--- config.mk ---
export PLATFORM = sky130hd
export DESIGN_NAME = burst_serializer
export DESIGN_NICKNAME = d
export VERILOG_FILES = /design/src/rtl/burst_pkg.sv /design/src/rtl/btn_filter.sv /design/src/rtl/rate_div.sv /design/src/rtl/shift_engine.sv /design/src/rtl/burst_serializer.sv
export SDC_FILE = /design/constraint.sdc
export NUM_CORES = 1
export LEC_CHECK = 0
export ABC_AREA = 1
export ABC_CLOCK_PERIOD_IN_PS = 1400
export CORE_MARGIN = 2
export CORE_UTILIZATION = 40
export CTS_BUF_LIST = sky130_fd_sc_hd__clkbuf_16
export CTS_CLUSTER_SIZE = 30
export DETAILED_ROUTE_END_ITERATION = 8
export DONT_BUFFER_PORTS = 1
export GPL_ROUTABILITY_DRIVEN = 0
export PLACE_DENSITY_LB_ADDON = 0.15
export SLEW_MARGIN = 25
export SYNTH_ARGS = -nofsm -noshare
export SYNTH_HDL_FRONTEND = slang
export SYNTH_SLANG_ARGS = --single-unit
--- constraint.sdc ---
create_clock -name clk -period 1.4 [get_ports clk]
set_input_delay 0 -clock clk [delete_from_list [all_inputs] [get_ports clk]]
set_output_delay 0 -clock clk [all_outputs]
set_load 0.005 [all_outputs]
--- src/rtl/burst_pkg.sv ---
package burst_pkg;

    typedef enum logic {
        PH_IDLE = 1'b0,
        PH_RUN  = 1'b1
    } phase_e;

    typedef struct packed {
        logic level;
        logic level_q;
    } btn_state_t;

    localparam int unsigned DEF_WORD_W  = 26;
    localparam logic [25:0] DEF_PRESET  = 26'h3108889;
    localparam int unsigned DEF_SYNC    = 2;
    localparam int unsigned DEF_DEBOUNCE = 4;

    function automatic int unsigned cnt_width(input int unsigned n);
        return (n < 2) ? 1 : $clog2(n);
    endfunction

endpackage

--- src/rtl/btn_filter.sv ---
module btn_filter
    import burst_pkg::*;
#(
    parameter int unsigned SYNC_STAGES = DEF_SYNC,
    parameter int unsigned DEB_CYC     = DEF_DEBOUNCE
) (
    input  logic clk,
    input  logic rst,
    input  logic raw_in,
    output logic req
);
    localparam int unsigned DW = cnt_width(DEB_CYC + 1);
    localparam logic [DW-1:0] DEB_LAST = DW'(DEB_CYC - 1);

    logic [SYNC_STAGES-1:0] sync_q;
    logic                   raw_s;
    logic [DW-1:0]          deb_cnt;
    btn_state_t             st;

    generate
        if (SYNC_STAGES == 1) begin : g_one
            always_ff @(posedge clk) begin
                if (rst) sync_q <= '0;
                else     sync_q <= raw_in;
            end
        end else begin : g_chain
            always_ff @(posedge clk) begin
                if (rst) sync_q <= '0;
                else     sync_q <= {sync_q[SYNC_STAGES-2:0], raw_in};
            end
        end
    endgenerate

    assign raw_s = sync_q[SYNC_STAGES-1];

    always_ff @(posedge clk) begin
        if (rst) begin
            deb_cnt <= '0;
            st      <= '0;
        end else begin
            st.level_q <= st.level;
            if (raw_s == st.level) begin
                deb_cnt <= '0;
            end else if (deb_cnt == DEB_LAST) begin
                deb_cnt  <= '0;
                st.level <= raw_s;
            end else begin
                deb_cnt <= deb_cnt + 1'b1;
            end
        end
    end

    assign req = st.level & ~st.level_q;

    a_r8_single_pulse: assert property (@(posedge clk) disable iff (rst)
        req |=> !req);

endmodule

--- src/rtl/rate_div.sv ---
module rate_div (
    input  logic clk,
    input  logic rst,
    input  logic run,
    output logic tog,
    output logic step
);
    logic tog_d;

    always_ff @(posedge clk) begin
        if (rst) begin
            tog   <= 1'b0;
            tog_d <= 1'b0;
        end else begin
            tog   <= run ? ~tog : 1'b0;
            tog_d <= tog;
        end
    end

    assign step = run & tog & ~tog_d;

    a_r4_step_spacing: assert property (@(posedge clk) disable iff (rst)
        step |=> !step);

endmodule

--- src/rtl/shift_engine.sv ---
module shift_engine
    import burst_pkg::*;
#(
    parameter int unsigned       WORD_W = DEF_WORD_W,
    parameter logic [WORD_W-1:0] PRESET = WORD_W'(DEF_PRESET)
) (
    input  logic              clk,
    input  logic              rst,
    input  logic              start,
    input  logic              step,
    input  logic              load_en,
    input  logic [WORD_W-1:0] load_word,
    output logic              busy,
    output logic              dout
);
    localparam int unsigned CW = cnt_width(WORD_W);
    localparam logic [CW-1:0] LAST = CW'(WORD_W - 1);

    phase_e            phase;
    logic [WORD_W-1:0] hold_q;
    logic [WORD_W-1:0] shreg_q;
    logic [CW-1:0]     cnt_q;

    always_ff @(posedge clk) begin
        if (rst) begin
            phase   <= PH_IDLE;
            hold_q  <= PRESET;
            shreg_q <= PRESET;
            cnt_q   <= '0;
        end else begin
            case (phase)
                PH_IDLE: begin
                    if (load_en) begin
                        hold_q  <= load_word;
                        shreg_q <= load_word;
                    end
                    if (start) begin
                        phase <= PH_RUN;
                        cnt_q <= '0;
                    end
                end
                PH_RUN: begin
                    if (step) begin
                        if (cnt_q == LAST) begin
                            phase   <= PH_IDLE;
                            shreg_q <= hold_q;
                            cnt_q   <= '0;
                        end else begin
                            shreg_q <= {shreg_q[WORD_W-2:0], 1'b0};
                            cnt_q   <= cnt_q + 1'b1;
                        end
                    end
                end
                default: phase <= PH_IDLE;
            endcase
        end
    end

    assign busy = (phase == PH_RUN);
    assign dout = shreg_q[WORD_W-1];

    a_r6_hold_frozen: assert property (@(posedge clk) disable iff (rst)
        busy |=> $stable(hold_q));

    a_r5_shift_only_on_step: assert property (@(posedge clk) disable iff (rst)
        (busy && !step) |=> $stable(shreg_q));

    a_r3_ends_on_step: assert property (@(posedge clk) disable iff (rst)
        $fell(busy) |-> $past(step));

    a_r3_count_range: assert property (@(posedge clk) disable iff (rst)
        busy |-> (cnt_q <= LAST));

endmodule

--- src/rtl/burst_serializer.sv ---
module burst_serializer
    import burst_pkg::*;
#(
    parameter int unsigned       WORD_W      = DEF_WORD_W,
    parameter logic [WORD_W-1:0] PRESET      = WORD_W'(DEF_PRESET),
    parameter int unsigned       SYNC_STAGES = DEF_SYNC,
    parameter int unsigned       DEB_CYC     = DEF_DEBOUNCE
) (
    input  logic              clk,
    input  logic              rst,
    input  logic              btn_raw,
    input  logic              load_strobe,
    input  logic [WORD_W-1:0] load_word,
    output logic              ser_out,
    output logic              shift_clk,
    output logic              busy
);
    logic start_req;
    logic step_en;
    logic tog;

    btn_filter #(
        .SYNC_STAGES(SYNC_STAGES),
        .DEB_CYC    (DEB_CYC)
    ) u_btn (
        .clk   (clk),
        .rst   (rst),
        .raw_in(btn_raw),
        .req   (start_req)
    );

    rate_div u_div (
        .clk (clk),
        .rst (rst),
        .run (busy),
        .tog (tog),
        .step(step_en)
    );

    shift_engine #(
        .WORD_W(WORD_W),
        .PRESET(PRESET)
    ) u_eng (
        .clk      (clk),
        .rst      (rst),
        .start    (start_req),
        .step     (step_en),
        .load_en  (load_strobe),
        .load_word(load_word),
        .busy     (busy),
        .dout     (ser_out)
    );

    assign shift_clk = tog;

    a_r4_idle_low: assert property (@(posedge clk) disable iff (rst)
        !busy |-> !shift_clk);

    a_r5_step_after_rise: assert property (@(posedge clk) disable iff (rst)
        step_en |-> (shift_clk && !$past(shift_clk)));

endmodule

==> summary.md <==
| Metric | Value |
|---|---|
| Status | complete, no violations |
| Final period util | a little over nine tenths |
| Wire per inst | 13.1 um |
| Peak fanout along the critical path | 10 |
| Layout cell share with drive strength beyond 1 | between 10% and 20% |
| Crit path DAT | between 1.5 and 2 ns |
| Slew margin rel. | between 60% and 70% |
| Required @ worst endpoint | 1.67 ns |
| DIE HEIGHT | roughly 94 um |
| Number of synthesized flops with an enable pin | 0 |
| Drt first pass iters | 4 |
| Tightest Pin Transition | ~0.53 ns |
| Initial drt markers | 105 |
| CP max-delay cell | dfxtp_2 |
| Hold Vio Cnt, Final | 0 |
| Setup CP Type | flop to flop |
| Max Cap Viol | 0 |
| # rows | 32 |
| Die area | 8760 um^2 |
| Drt total wl | around 8 mm |
| Count of state elements after synthesis | between 60 and 70 |
| Largest delay share family, worst path | simple AND/OR/NAND/NOR gates |
| Yosys cell types | 27 |
| First-pass GRT wire length | approximately 14 mm |
| Tot GR Track Use | between 10% and 20% |
| DP Area | between 3000 and 4000 um^2 |
| Most frequent cells in the layout | 105 x nand2_1, 97 x inv_1, 64 x dfxtp_1 |
| Largest net degree at the start of global routing | between 40 and 50 |
| Initial core utilization | between 40% and 50% |
| Num ports | 33 |
| WP depth | 9 |
| Vias | just over 3000 |
| # clock sinks | 67 |
| R2R depth | 9 |
| CP Launch Type | flop |
| Total core area | between 7000 and 8000 um^2 |
| Buffers on Ports | 0 |
| Maximum vdd ir drop | 0.616 mV |
| Cell area after synthesis | 3210 um^2 |
| H-tree depth | 3 |
| Vias in the first global route | 2877 |
| Hold Path Class | primary input to flop |
| Worst Path Buf+Inv | 3 |
| FFs w/ async S/R, synth | 0% |
| Setup-failing EPs final | 0 |
| Pwr Total | ~0.0048 W |
| Hold Path Cell Cnt | 3 |
| Main synth FF type | dfxtp_1 |
| Worst-Skew Late Latency | 0.33 ns |
| Post-synthesis cell count | 478 |
| Max Root-Sink Buffers | 2 |
| Crit path cell chain | inv_2 > ha_4 > inv_2 > nor2_4 > nand2_4 > clkbuf_16 > nand2_1 > nand3_1 > a21oi_2 |
| Worst-path clk slew | 0.06 ns |
| Fin nets | about 550 |
| Antenna Nets Post-Route | 0 |
| Setup crit end kind | flop |
| Tmin final | between 1 and 1.5 ns |
| Lkg Pwr | roughly 2.1 nW |
| Clock root buffer | clkbuf_16 |
| Yosys warns | 0 |
| Via/cell ratio | between 4 and 5 |
| Max Fclk | roughly 0.74 GHz |
| Final core utilization | approximately 53% |
| CTS tree | built |
| Power per cell area | between 1000 and 1500 nW/um^2 |
| Clock Skews | between 0.004 and 0.005 ns |
| Most common cell on crit path | inv_2 |
| RSZ-0062 raised after global routing | true |
| Design area | approximately 4100 um^2 |
| Commonest non-fill, non-tap cell in the layout | nand2_1 |
| Mean post-synth cell area | 6.72 um^2 |
| Syn-to-layout area delta | 28.7% |
| TritonCTS Buffers | 9 |
| Overflow after GRT | 0 |
| Seq/Total Area, Yosys | between 40% and 50% |
| Initial antenna violation count | 0 |
| DRC Markers | 0 |
| Die W | 93.6 um |
| Max incr delay on CP | roughly 0.32 ns |
| # diodes | 0 |
| Syn Nets | just over 500 |
| Max Slew Vio Count | 0 |
| DPL Wire Length | 5.24 mm |
worst register-to-register path: stages (launching register included):
cell,delay (ns)
dfxtp_2,0.32
inv_2,0.06
ha_4,0.12
inv_2,0.04
nor2_4,0.13
nand2_4,0.13
clkbuf_16,0.20
nand2_1,0.08
nand3_1,0.10
a21oi_2,0.13
cells by family after synthesis:
| group | count (synthesis) | synth area share, % |
|---|---|---|
| flip-flops | 67 | 41.8 |
| buffers and inverters | 128 | 15.8 |
| adder cells (fa/ha/maj) | 4 | 1.56 |
| AO/OA/AOI/OAI | 75 | 14.3 |
| AND/OR/NAND/NOR | 204 | 26.6 |
through the flow:
stage	setup WS [ns]	hold WS, ns	setup TNS, ns	cells
final	0.0430	0.0204	0	626
after global routing	-0.0420	0.0332	-0.249	626
after CTS	0.000470	0.00719	0	624
after detailed placement	-0.000447	0.0778	-0.000447	580
after global placement	0.0340	0.0763	0	580
after floorplan	0.00160	0.107	0	478
registers in the layout, indices dropped and copies added (netlist names):
| signal | cells |
|---|---|
| u_btn.deb_cnt | 3 |
| u_eng.cnt_q | 5 |
| u_eng.shreg_q | 26 |
| u_btn.st | 2 |
| u_btn.sync_q | 2 |
| u_div.tog | 1 |
| u_eng.busy | 1 |
| u_div.tog_d | 1 |
| u_eng.hold_q | 26 |
where the power goes:
group	leakage (nW)	internal, W	switching (W)	total, W
Sequential	0.556	0.00202	0.0000404	0.00206
Combinational	1.38	0.000186	0.000243	0.000429
Clock	0.142	0.00139	0.000877	0.00227
Yosys cell counts, drive strengths merged (3+ instances only):
cell | n | share of area [%]
dfxtp | 67 | 42
nand3 | 59 | 9.2
buf | 14 | 2.5
clkbuf | 12 | 1.4
o221ai | 5 | 1.4
nand2 | 108 | 13
o211ai | 4 | 0.93
inv | 102 | 12
ha | 4 | 1.6
a211oi | 17 | 4.0
nor2 | 33 | 3.9
a22oi | 3 | 0.70
a21oi | 12 | 1.9
o21ai | 32 | 5.0
per-layer routing:
layer,routed length [um],GRT usage [%],vias to the layer above
met5,0,0,-
met2,3720,31.2,44
met3,273,4.59,8
met1,4100,26.9,1392
met4,85,6.52,0
li1,-,-,1581
layout make-up:
class,count,area (um^2)
fillers,755,3630
repair buffers,56,574
clock buffers,9,225
inverters,102,383
multi-input cells,283,1400
clock inverters,7,76.3
flip-flops and latches,67,1350
well taps,102,128
path summary, 6_finish.rpt:
| path | startpoint | endpoint | slack (ns) |
|---|---|---|---|
| hold / removal | rst | u_eng.hold_q[11] | 0.02 |
| setup / recovery | u_eng.cnt_q[1] | u_eng.shreg_q[18] | 0.04 |
| hold reg to reg | u_btn.sync_q[0] | u_btn.sync_q[1] | 0.41 |
| setup reg to reg | u_eng.cnt_q[1] | u_eng.shreg_q[18] | 0.04 |
timing repair:
item	in CTS	in global routing
gates cloned	0	2
pin swaps	0	2
hold buffers	28	0
endpoints found under the setup margin	1	33
buffers inserted	0	0
endpoints found under the hold margin	63	0
gates resized for setup	1	19
No activity file was read; power rests on OpenSTA's default activity.
